==> config.mk <==
export PLATFORM = sky130hd
export DESIGN_NAME = wordrange_shift_reg
export DESIGN_NICKNAME = d
export VERILOG_FILES = /design/src/rtl/wsr_pkg.sv /design/src/rtl/wsr_edge_ctrl.sv /design/src/rtl/wsr_word_cell.sv /design/src/rtl/wsr_read_mux.sv /design/src/rtl/wordrange_shift_reg.sv
export SDC_FILE = /design/constraint.sdc
export NUM_CORES = 1
export LEC_CHECK = 0
export BUFFER_PORTS_ARGS = -buffer_cell sky130_fd_sc_hd__buf_4
export CORE_AREA = 2 2 92 94
export DETAILED_ROUTE_END_ITERATION = 8
export DIE_AREA = 0 0 94 96
export SYNTH_ARGS = -nofsm -noshare
export SYNTH_HDL_FRONTEND = slang
export SYNTH_SLANG_ARGS = --single-unit
==> constraint.sdc <==
create_clock -name clk -period 4.6 [get_ports clk]
set_input_delay 0 -clock clk [delete_from_list [all_inputs] [get_ports clk]]
set_output_delay 0 -clock clk [all_outputs]
set_load 0.005 [all_outputs]
==> src/rtl/wsr_pkg.sv <==
package wsr_pkg;

   // Action decided for one clock cycle
   typedef enum logic [1:0] {
      ACT_HOLD  = 2'd0,
      ACT_SHIFT = 2'd1,
      ACT_CLEAR = 2'd2
   } wsr_act_e;

   // Control inputs as sampled on a strobe
   typedef struct packed {
      logic din;
      logic cond;
      logic clr;
   } wsr_ctrl_t;

   localparam int unsigned WSR_MAX_WORDS = 64;

endpackage

==> src/rtl/wsr_edge_ctrl.sv <==
module wsr_edge_ctrl
   import wsr_pkg::*;
(
   input  logic      clk,
   input  logic      rst_n,
   input  logic      eval,
   input  wsr_ctrl_t ctrl,
   output wsr_act_e  act
);

   logic cond_prev_q;

   // History of the shift condition, advanced only on strobes
   always_ff @(posedge clk or negedge rst_n) begin
      if (!rst_n) begin
         cond_prev_q <= 1'b0;
      end else if (eval) begin
         cond_prev_q <= ctrl.cond;
      end
   end

   always_comb begin
      act = ACT_HOLD;
      if (eval) begin
         if (ctrl.clr) begin
            act = ACT_CLEAR;
         end else if (ctrl.cond && !cond_prev_q) begin
            act = ACT_SHIFT;
         end
      end
   end

endmodule

==> src/rtl/wsr_word_cell.sv <==
module wsr_word_cell
   import wsr_pkg::*;
#(
   parameter int unsigned WORD_W = 16
) (
   input  logic              clk,
   input  logic              rst_n,
   input  wsr_act_e          act,
   input  logic              carry_in,
   output logic [WORD_W-1:0] q,
   output logic              carry_out
);

   generate
      if (WORD_W < 2) begin : g_bad_width
         $error("wsr_word_cell: WORD_W must be at least 2");
      end
   endgenerate

   logic [WORD_W-1:0] q_r;

   always_ff @(posedge clk or negedge rst_n) begin
      if (!rst_n) begin
         q_r <= '0;
      end else begin
         unique case (act)
            ACT_CLEAR: q_r <= '0;
            ACT_SHIFT: q_r <= {q_r[WORD_W-2:0], carry_in};
            default:   q_r <= q_r;
         endcase
      end
   end

   assign q         = q_r;
   assign carry_out = q_r[WORD_W-1];

endmodule

==> src/rtl/wsr_read_mux.sv <==
module wsr_read_mux #(
   parameter int unsigned NUM_WORDS = 4,
   parameter int unsigned WORD_W    = 16,
   parameter int unsigned SEL_W     = $clog2(NUM_WORDS) + 1
) (
   input  logic [NUM_WORDS*WORD_W-1:0] flat,
   input  logic [SEL_W-1:0]            rd_sel,
   output logic [WORD_W-1:0]           rd_word
);

   generate
      if (NUM_WORDS == 1) begin : g_single
         assign rd_word = (rd_sel == '0) ? flat : '0;
      end else begin : g_multi
         always_comb begin
            rd_word = '0;
            for (int i = 0; i < NUM_WORDS; i++) begin
               if (rd_sel == SEL_W'(i)) begin
                  rd_word = flat[i*WORD_W +: WORD_W];
               end
            end
         end
      end
   endgenerate

endmodule

==> src/rtl/wordrange_shift_reg.sv <==
module wordrange_shift_reg
   import wsr_pkg::*;
#(
   parameter int unsigned NUM_WORDS = 4,
   parameter int unsigned WORD_W    = 16,
   localparam int unsigned SEL_W    = $clog2(NUM_WORDS) + 1,
   localparam int unsigned TOTAL_W  = NUM_WORDS * WORD_W
) (
   input  logic               clk,
   input  logic               rst_n,
   input  logic               eval,
   input  logic               din,
   input  logic               shift_cond,
   input  logic               clr,
   input  logic [SEL_W-1:0]   rd_sel,
   output logic [WORD_W-1:0]  rd_word,
   output logic [TOTAL_W-1:0] reg_flat
);

   generate
      if (NUM_WORDS < 1 || NUM_WORDS > WSR_MAX_WORDS) begin : g_bad_count
         $error("wordrange_shift_reg: NUM_WORDS out of range");
      end
   endgenerate

   wsr_ctrl_t ctrl;
   wsr_act_e  act;

   assign ctrl.din  = din;
   assign ctrl.cond = shift_cond;
   assign ctrl.clr  = clr;

   wsr_edge_ctrl u_edge (
      .clk   (clk),
      .rst_n (rst_n),
      .eval  (eval),
      .ctrl  (ctrl),
      .act   (act)
   );

   // Carry chain: entry k feeds word k; entry 0 is the serial input
   logic [NUM_WORDS:0] carry;
   assign carry[0] = din;

   genvar w;
   generate
      for (w = 0; w < NUM_WORDS; w++) begin : g_word
         wsr_word_cell #(
            .WORD_W (WORD_W)
         ) u_cell (
            .clk       (clk),
            .rst_n     (rst_n),
            .act       (act),
            .carry_in  (carry[w]),
            .q         (reg_flat[w*WORD_W +: WORD_W]),
            .carry_out (carry[w+1])
         );
      end
   endgenerate

   // Top carry is the discarded bit; no consumer by design
   logic carry_drop;
   assign carry_drop = carry[NUM_WORDS];

   wsr_read_mux #(
      .NUM_WORDS (NUM_WORDS),
      .WORD_W    (WORD_W),
      .SEL_W     (SEL_W)
   ) u_rd (
      .flat    (reg_flat),
      .rd_sel  (rd_sel),
      .rd_word (rd_word)
   );

endmodule

# Word-level counts from Yosys, hierarchy flattened
# Index checks and enable logic that the tools add are counted.
# totals
regBits	65
latch_bits	0
ramBits	0
mem_bits_ro	0
in_bits	9
output_inout_bits	80
elab_cells	25
mem_count	0
# classes
n_addsub	0
n_mul	0
div_mod_pow	0
n_lt_le_gt_ge	0
n_eq_ne	5
shifts	0
muxes	11
bitwise	0
n_reduce_logical	4
# ops
operator	n
case mux 16 bit (2 select lines)	4
two-way mux 16 bit	4
equality test 3 x 2 -> 1 bit (second input constant)	2
two-way mux 2 bit	2
equality test 3 x 1 -> 1 bit (second input constant)	1
zero test 3 bit	1
equality test 2 x 1 -> 1 bit (second input constant)	1
equality test 2 bit (second input constant)	1
nonzero test 2 bit	1
logical AND 1 bit	1
zero test 1 bit	1
two-way mux 1 bit	1

# Logic depth before layout (Yosys ltp)
# logic_depth
word_depth	7
depth_mapped	7
ltp_nobuf	4

# Cells and area by module
# From an unflattened synthesis, not the netlist that was laid out.
# unflattened
cells_unflattened	350
area_unflattened_um2	3424.5
# modules_own_cells
mod	instances	cells_each	area_each_um2	seq_area_each_um2
wsr_word_cell	4	72	714.4	400.4
wsr_read_mux	1	58	506.7	0.0
wsr_edge_ctrl	1	4	60.1	25.0

# Worst setup path before layout
# Ideal clock, no wire load.
# synth_path
path_kind	register to register
startpoint	register u_edge.cond_prev_q
endpoint	register g_word[2].u_cell.q_r[12]
t_arrival_ns	1.473
required_time_ns	4.464
setup_slack_ns	2.991
path_stages_with_launch	8
cell_sequence	dfrtp_1 nor4bb_1 ha_1 buf_2 buf_4 buf_4 nand2_1 o21ai_0
# synth_via
elab_chain_cells	7
# synth_lines
item	line_no	source
start, declared	wsr_edge_ctrl.sv:11	logic cond_prev_q;
start signal, assigned	wsr_edge_ctrl.sv:18	cond_prev_q <= ctrl.cond;
zero test 1 bit *	wsr_edge_ctrl.sv:27	end else if (ctrl.cond && !cond_prev_q) begin
logical AND 1 bit *	wsr_edge_ctrl.sv:27	
two-way mux 1 bit *	wsr_edge_ctrl.sv:27	
two-way mux 2 bit *	wsr_edge_ctrl.sv:25	if (ctrl.clr) begin
two-way mux 2 bit *	wsr_edge_ctrl.sv:24	if (eval) begin
equality test 2 x 1 -> 1 bit / equality test 2 bit (equally long branches)	wsr_word_cell.sv:26	unique case (act)
case mux 16 bit (2 select lines) / nonzero test 2 bit (equally long branches)	n/a	
end signal, assigned	wsr_word_cell.sv:28	ACT_SHIFT: q_r <= {q_r[WORD_W-2:0], carry_in};
end signal, assigned	wsr_word_cell.sv:29	default: q_r <= q_r;
end, declared	wsr_word_cell.sv:20	logic [WORD_W-1:0] q_r;
# Mark *: on every way between the ends. The rest lies on a longest branch, timed or not.
# A chain may end at the register's enable or synchronous reset.

# Worst setup path in the final report
# layout_path
startpoint	register u_edge.cond_prev_q
endpoint	register g_word[0].u_cell.q_r[11]
# layout_via
elab_chain_cells	7
# layout_lines
item	line_no
zero test 1 bit *	wsr_edge_ctrl.sv:27
logical AND 1 bit *	wsr_edge_ctrl.sv:27
two-way mux 1 bit *	wsr_edge_ctrl.sv:27
two-way mux 2 bit *	wsr_edge_ctrl.sv:25
two-way mux 2 bit *	wsr_edge_ctrl.sv:24
equality test 2 x 1 -> 1 bit / equality test 2 bit (equally long branches)	wsr_word_cell.sv:26
case mux 16 bit (2 select lines) / nonzero test 2 bit (equally long branches)	n/a
end signal, assigned	wsr_word_cell.sv:28
end signal, assigned	wsr_word_cell.sv:29
end, declared	wsr_word_cell.sv:20
# Marked as above.

==> metrics <==
post-synthesis cell count ~340; Syn Nets ~350; vias in the first global route about 2400; top cells by instance count after synthesis nand2_1 (129), dfrtp_1 (65), o21ai_0 (33); Final setup viols 0; antenna-violating nets left 0; YS warnings 0; unique cell type count in the Yosys netlist 17; Yosys top cell area share 0.523; initial antenna violation count 0; outcome complete, no violations; Die H approximately 96 um; Final HPWL DP roughly 5.3 mm; postcts setup bufs 0; most common cell in the synthesized netlist nand2_1; RSZ-0062 raised after global routing no; Simple-Gate Fraction of Synth Area 0.163; hold slack 0.295 ns; drt total wl roughly 8 mm; largest family of logic cells by synthesized area simple AND/OR/NAND/NOR gates; CTS clock-pin slew for the worst setup and hold paths around 0.07 ns; P&R area growth vs syn 27.6%; critical path arrival between 2 and 2.5 ns; uppermost layer routed met4; Worst Tran Pin Value ~1.1 ns; post-DR vias/cell slightly below 5; Buffers on Ports 88; final worst path period share 0.483; Seq/Total Area, Yosys 0.523; min-delay worst type in -> async; Synth Cell Area 3110 um2; Slew headroom 0.282; CP Max Fanout 128; Compound-Gate Fraction of Synth Area 0.135; FFs w/ async S/R, synth 1.00; synth top area cells dfrtp_1 (52%), nand2_1 (16%), mux2i_1 (10%); initial drt markers between 150 and 200; global-route wire length before repair 12.4 mm; CTS sink count 65; adder-cell share of the synthesized area 0.00402; Die Area roughly 9000 um2; Worst Skew 0.00575 ns; net count reported at finish 424; gpl congestion just under 0.8; maxcap violations 0; pwr dens roughly 300 nW/um2; Placed Instances between 500 and 600; CTS resizes 0; static leakage between 1.5 and 2 nW; fin util 0.493; grt ovf 0; Tmin final 2.22 ns; Starting Density 0.386; Final Slew Violations 0; Top FF cell, synth dfrtp_1; routed length on met2 3.85 mm; non-filler cells, final ~520; CTS Buf Count 9; # rows 33; largest net degree at the start of global routing 129; Antenna diodes 0; setup slack, reg-to-reg around 2.4 ns; f_max between 400 and 500 MHz; Worst R2R End g_word[0].u_cell.q[11]; post-synthesis mux area share 0.107; I/O pin count 89; met1 wire length between 3 and 4 mm; fraction of layout cells with a size suffix above 1 0.251; CP startpoint kind register; number of flops mapped to enable cells by yosys 0; met3 routed WL roughly 450 um; clk root buf clkbuf_8; r2r worst-path depth 3; xor and xnor fraction of the mapped netlist area 0; DR WL/cell 15.1 um; DR vias roughly 2500; Max clock buf depth 2; Worst EP required 4.77 ns; drt pass-1 iters 4; Avg Cell Area, Syn 9.04 um2; hold_buf cts 4; Tot GR Track Use 0.182; total negative slack 0 ns; launch point of the worst reg-to-reg path u_edge.cond_prev_q; WS Path Type reg -> reg; Core Area approximately 8100 um2; H-Tree Depth 3; peak supply drop 0.186 mV; Hold Vio Cnt, Final 0; post-synth top area cell dfrtp_1; TritonCTS clock tree done; Die Width approximately 94 um; number of remaining DRC errors 0; Filler cells ~770; insertion delay to the later sink of the worst-skew pair between 0.3 and 0.4 ns; CP Capture Type register; #FFs+latches synth 65
==> metal layers <==
metal / track usage / vias to the layer above
li1: - / 1289
met1: 0.238 / 1178
met2: 0.293 / 72
met3: 0.0423 / 10
met4: 0.0725 / 0
met5: 0 / -
==> flip-flops by register name (all words and copies together) (netlist names) <==
register            cells
u_edge.cond_prev_q      1
g_word.u_cell.q        64
==> cell type report <==
class | instances | area (um2) | share of cell area
Sequential cell | 65 | 1630 | 0.410
Multi-Input combinational cell | 246 | 1280 | 0.323
Clock buffer | 15 | 196 | 0.0495
Tap cell | 105 | 131 | 0.0331
Clock inverter | 1 | 30.0 | 0.00757
Timing Repair Buffer | 92 | 701 | 0.177
==> cell usage in the layout, fill, tap and decap left out <==
cell type      synthesis  layout
ha_4                   0       1
dfrtp_1               65      65
o22ai_1               16      16
clkbuf_1               3       1
clkbuf_8               0      14
bufinv_16              0       1
o21ai_1               31      31
o21ai_0               33      33
mux2i_1               32      32
dlygate4sd3_1          0       4
nand2_1              129     129
buf_4                  9      88
nor4bb_1               1       1
nand2b_1               1       1
mux2_2                 1       1
or2_1                  1       1
==> where the power goes <==
| part | total, W | switching (W) | internal (W) |
|---|---|---|---|
| Clock | 0.000536 | 0.000211 | 0.000325 |
| Combinational | 0.0000702 | 0.0000519 | 0.0000183 |
| Sequential | 0.000573 | 0.000000850 | 0.000573 |
==> cells by family after synthesis <==
logic type / after synthesis
muxes: 33
and+or+nand+nor: 132
adders and majority gates: 1
buffers and inverters: 33
AOI/OAI and AO/OA: 80
DFF: 65
==> worst max-delay path by stage <==
stage | start | endpoint | slack [ns] | cells past startpoint
4_1_cts | u_edge.cond_prev_q | g_word[3].u_cell.q[5] | 2.36 | 3
6_report | u_edge.cond_prev_q | g_word[0].u_cell.q[11] | 2.38 | 3
5_1_grt | u_edge.cond_prev_q | g_word[2].u_cell.q[9] | 2.19 | 3
2_1_floorplan | u_edge.cond_prev_q | g_word[2].u_cell.q[12] | 2.99 | 7
3_5_place_dp | u_edge.cond_prev_q | g_word[3].u_cell.q[5] | 2.34 | 3
3_3_place_gp | u_edge.cond_prev_q | g_word[3].u_cell.q[15] | 2.47 | 3
==> metrics by stage <==
| stage | instance area, um2 | total power [W] | setup slack, ns |
|---|---|---|---|
| global route | 3970 | 0.00123 | 2.19 |
| CTS | 3970 | 0.00119 | 2.36 |
| global placement | 3700 | 0.000652 | 2.47 |
| floorplan | 3110 | 0.000637 | 2.99 |
| detailed placement | 3700 | 0.000653 | 2.34 |
| finish | 3970 | 0.00118 | 2.38 |
==> worst max-delay path, cell delays in order (launching register included) <==
cell,delay (ns)
dfrtp_1,0.38
nor4bb_1,0.47
ha_4,0.90
o21ai_0,0.23
Power figures use the tool's default switching activity.
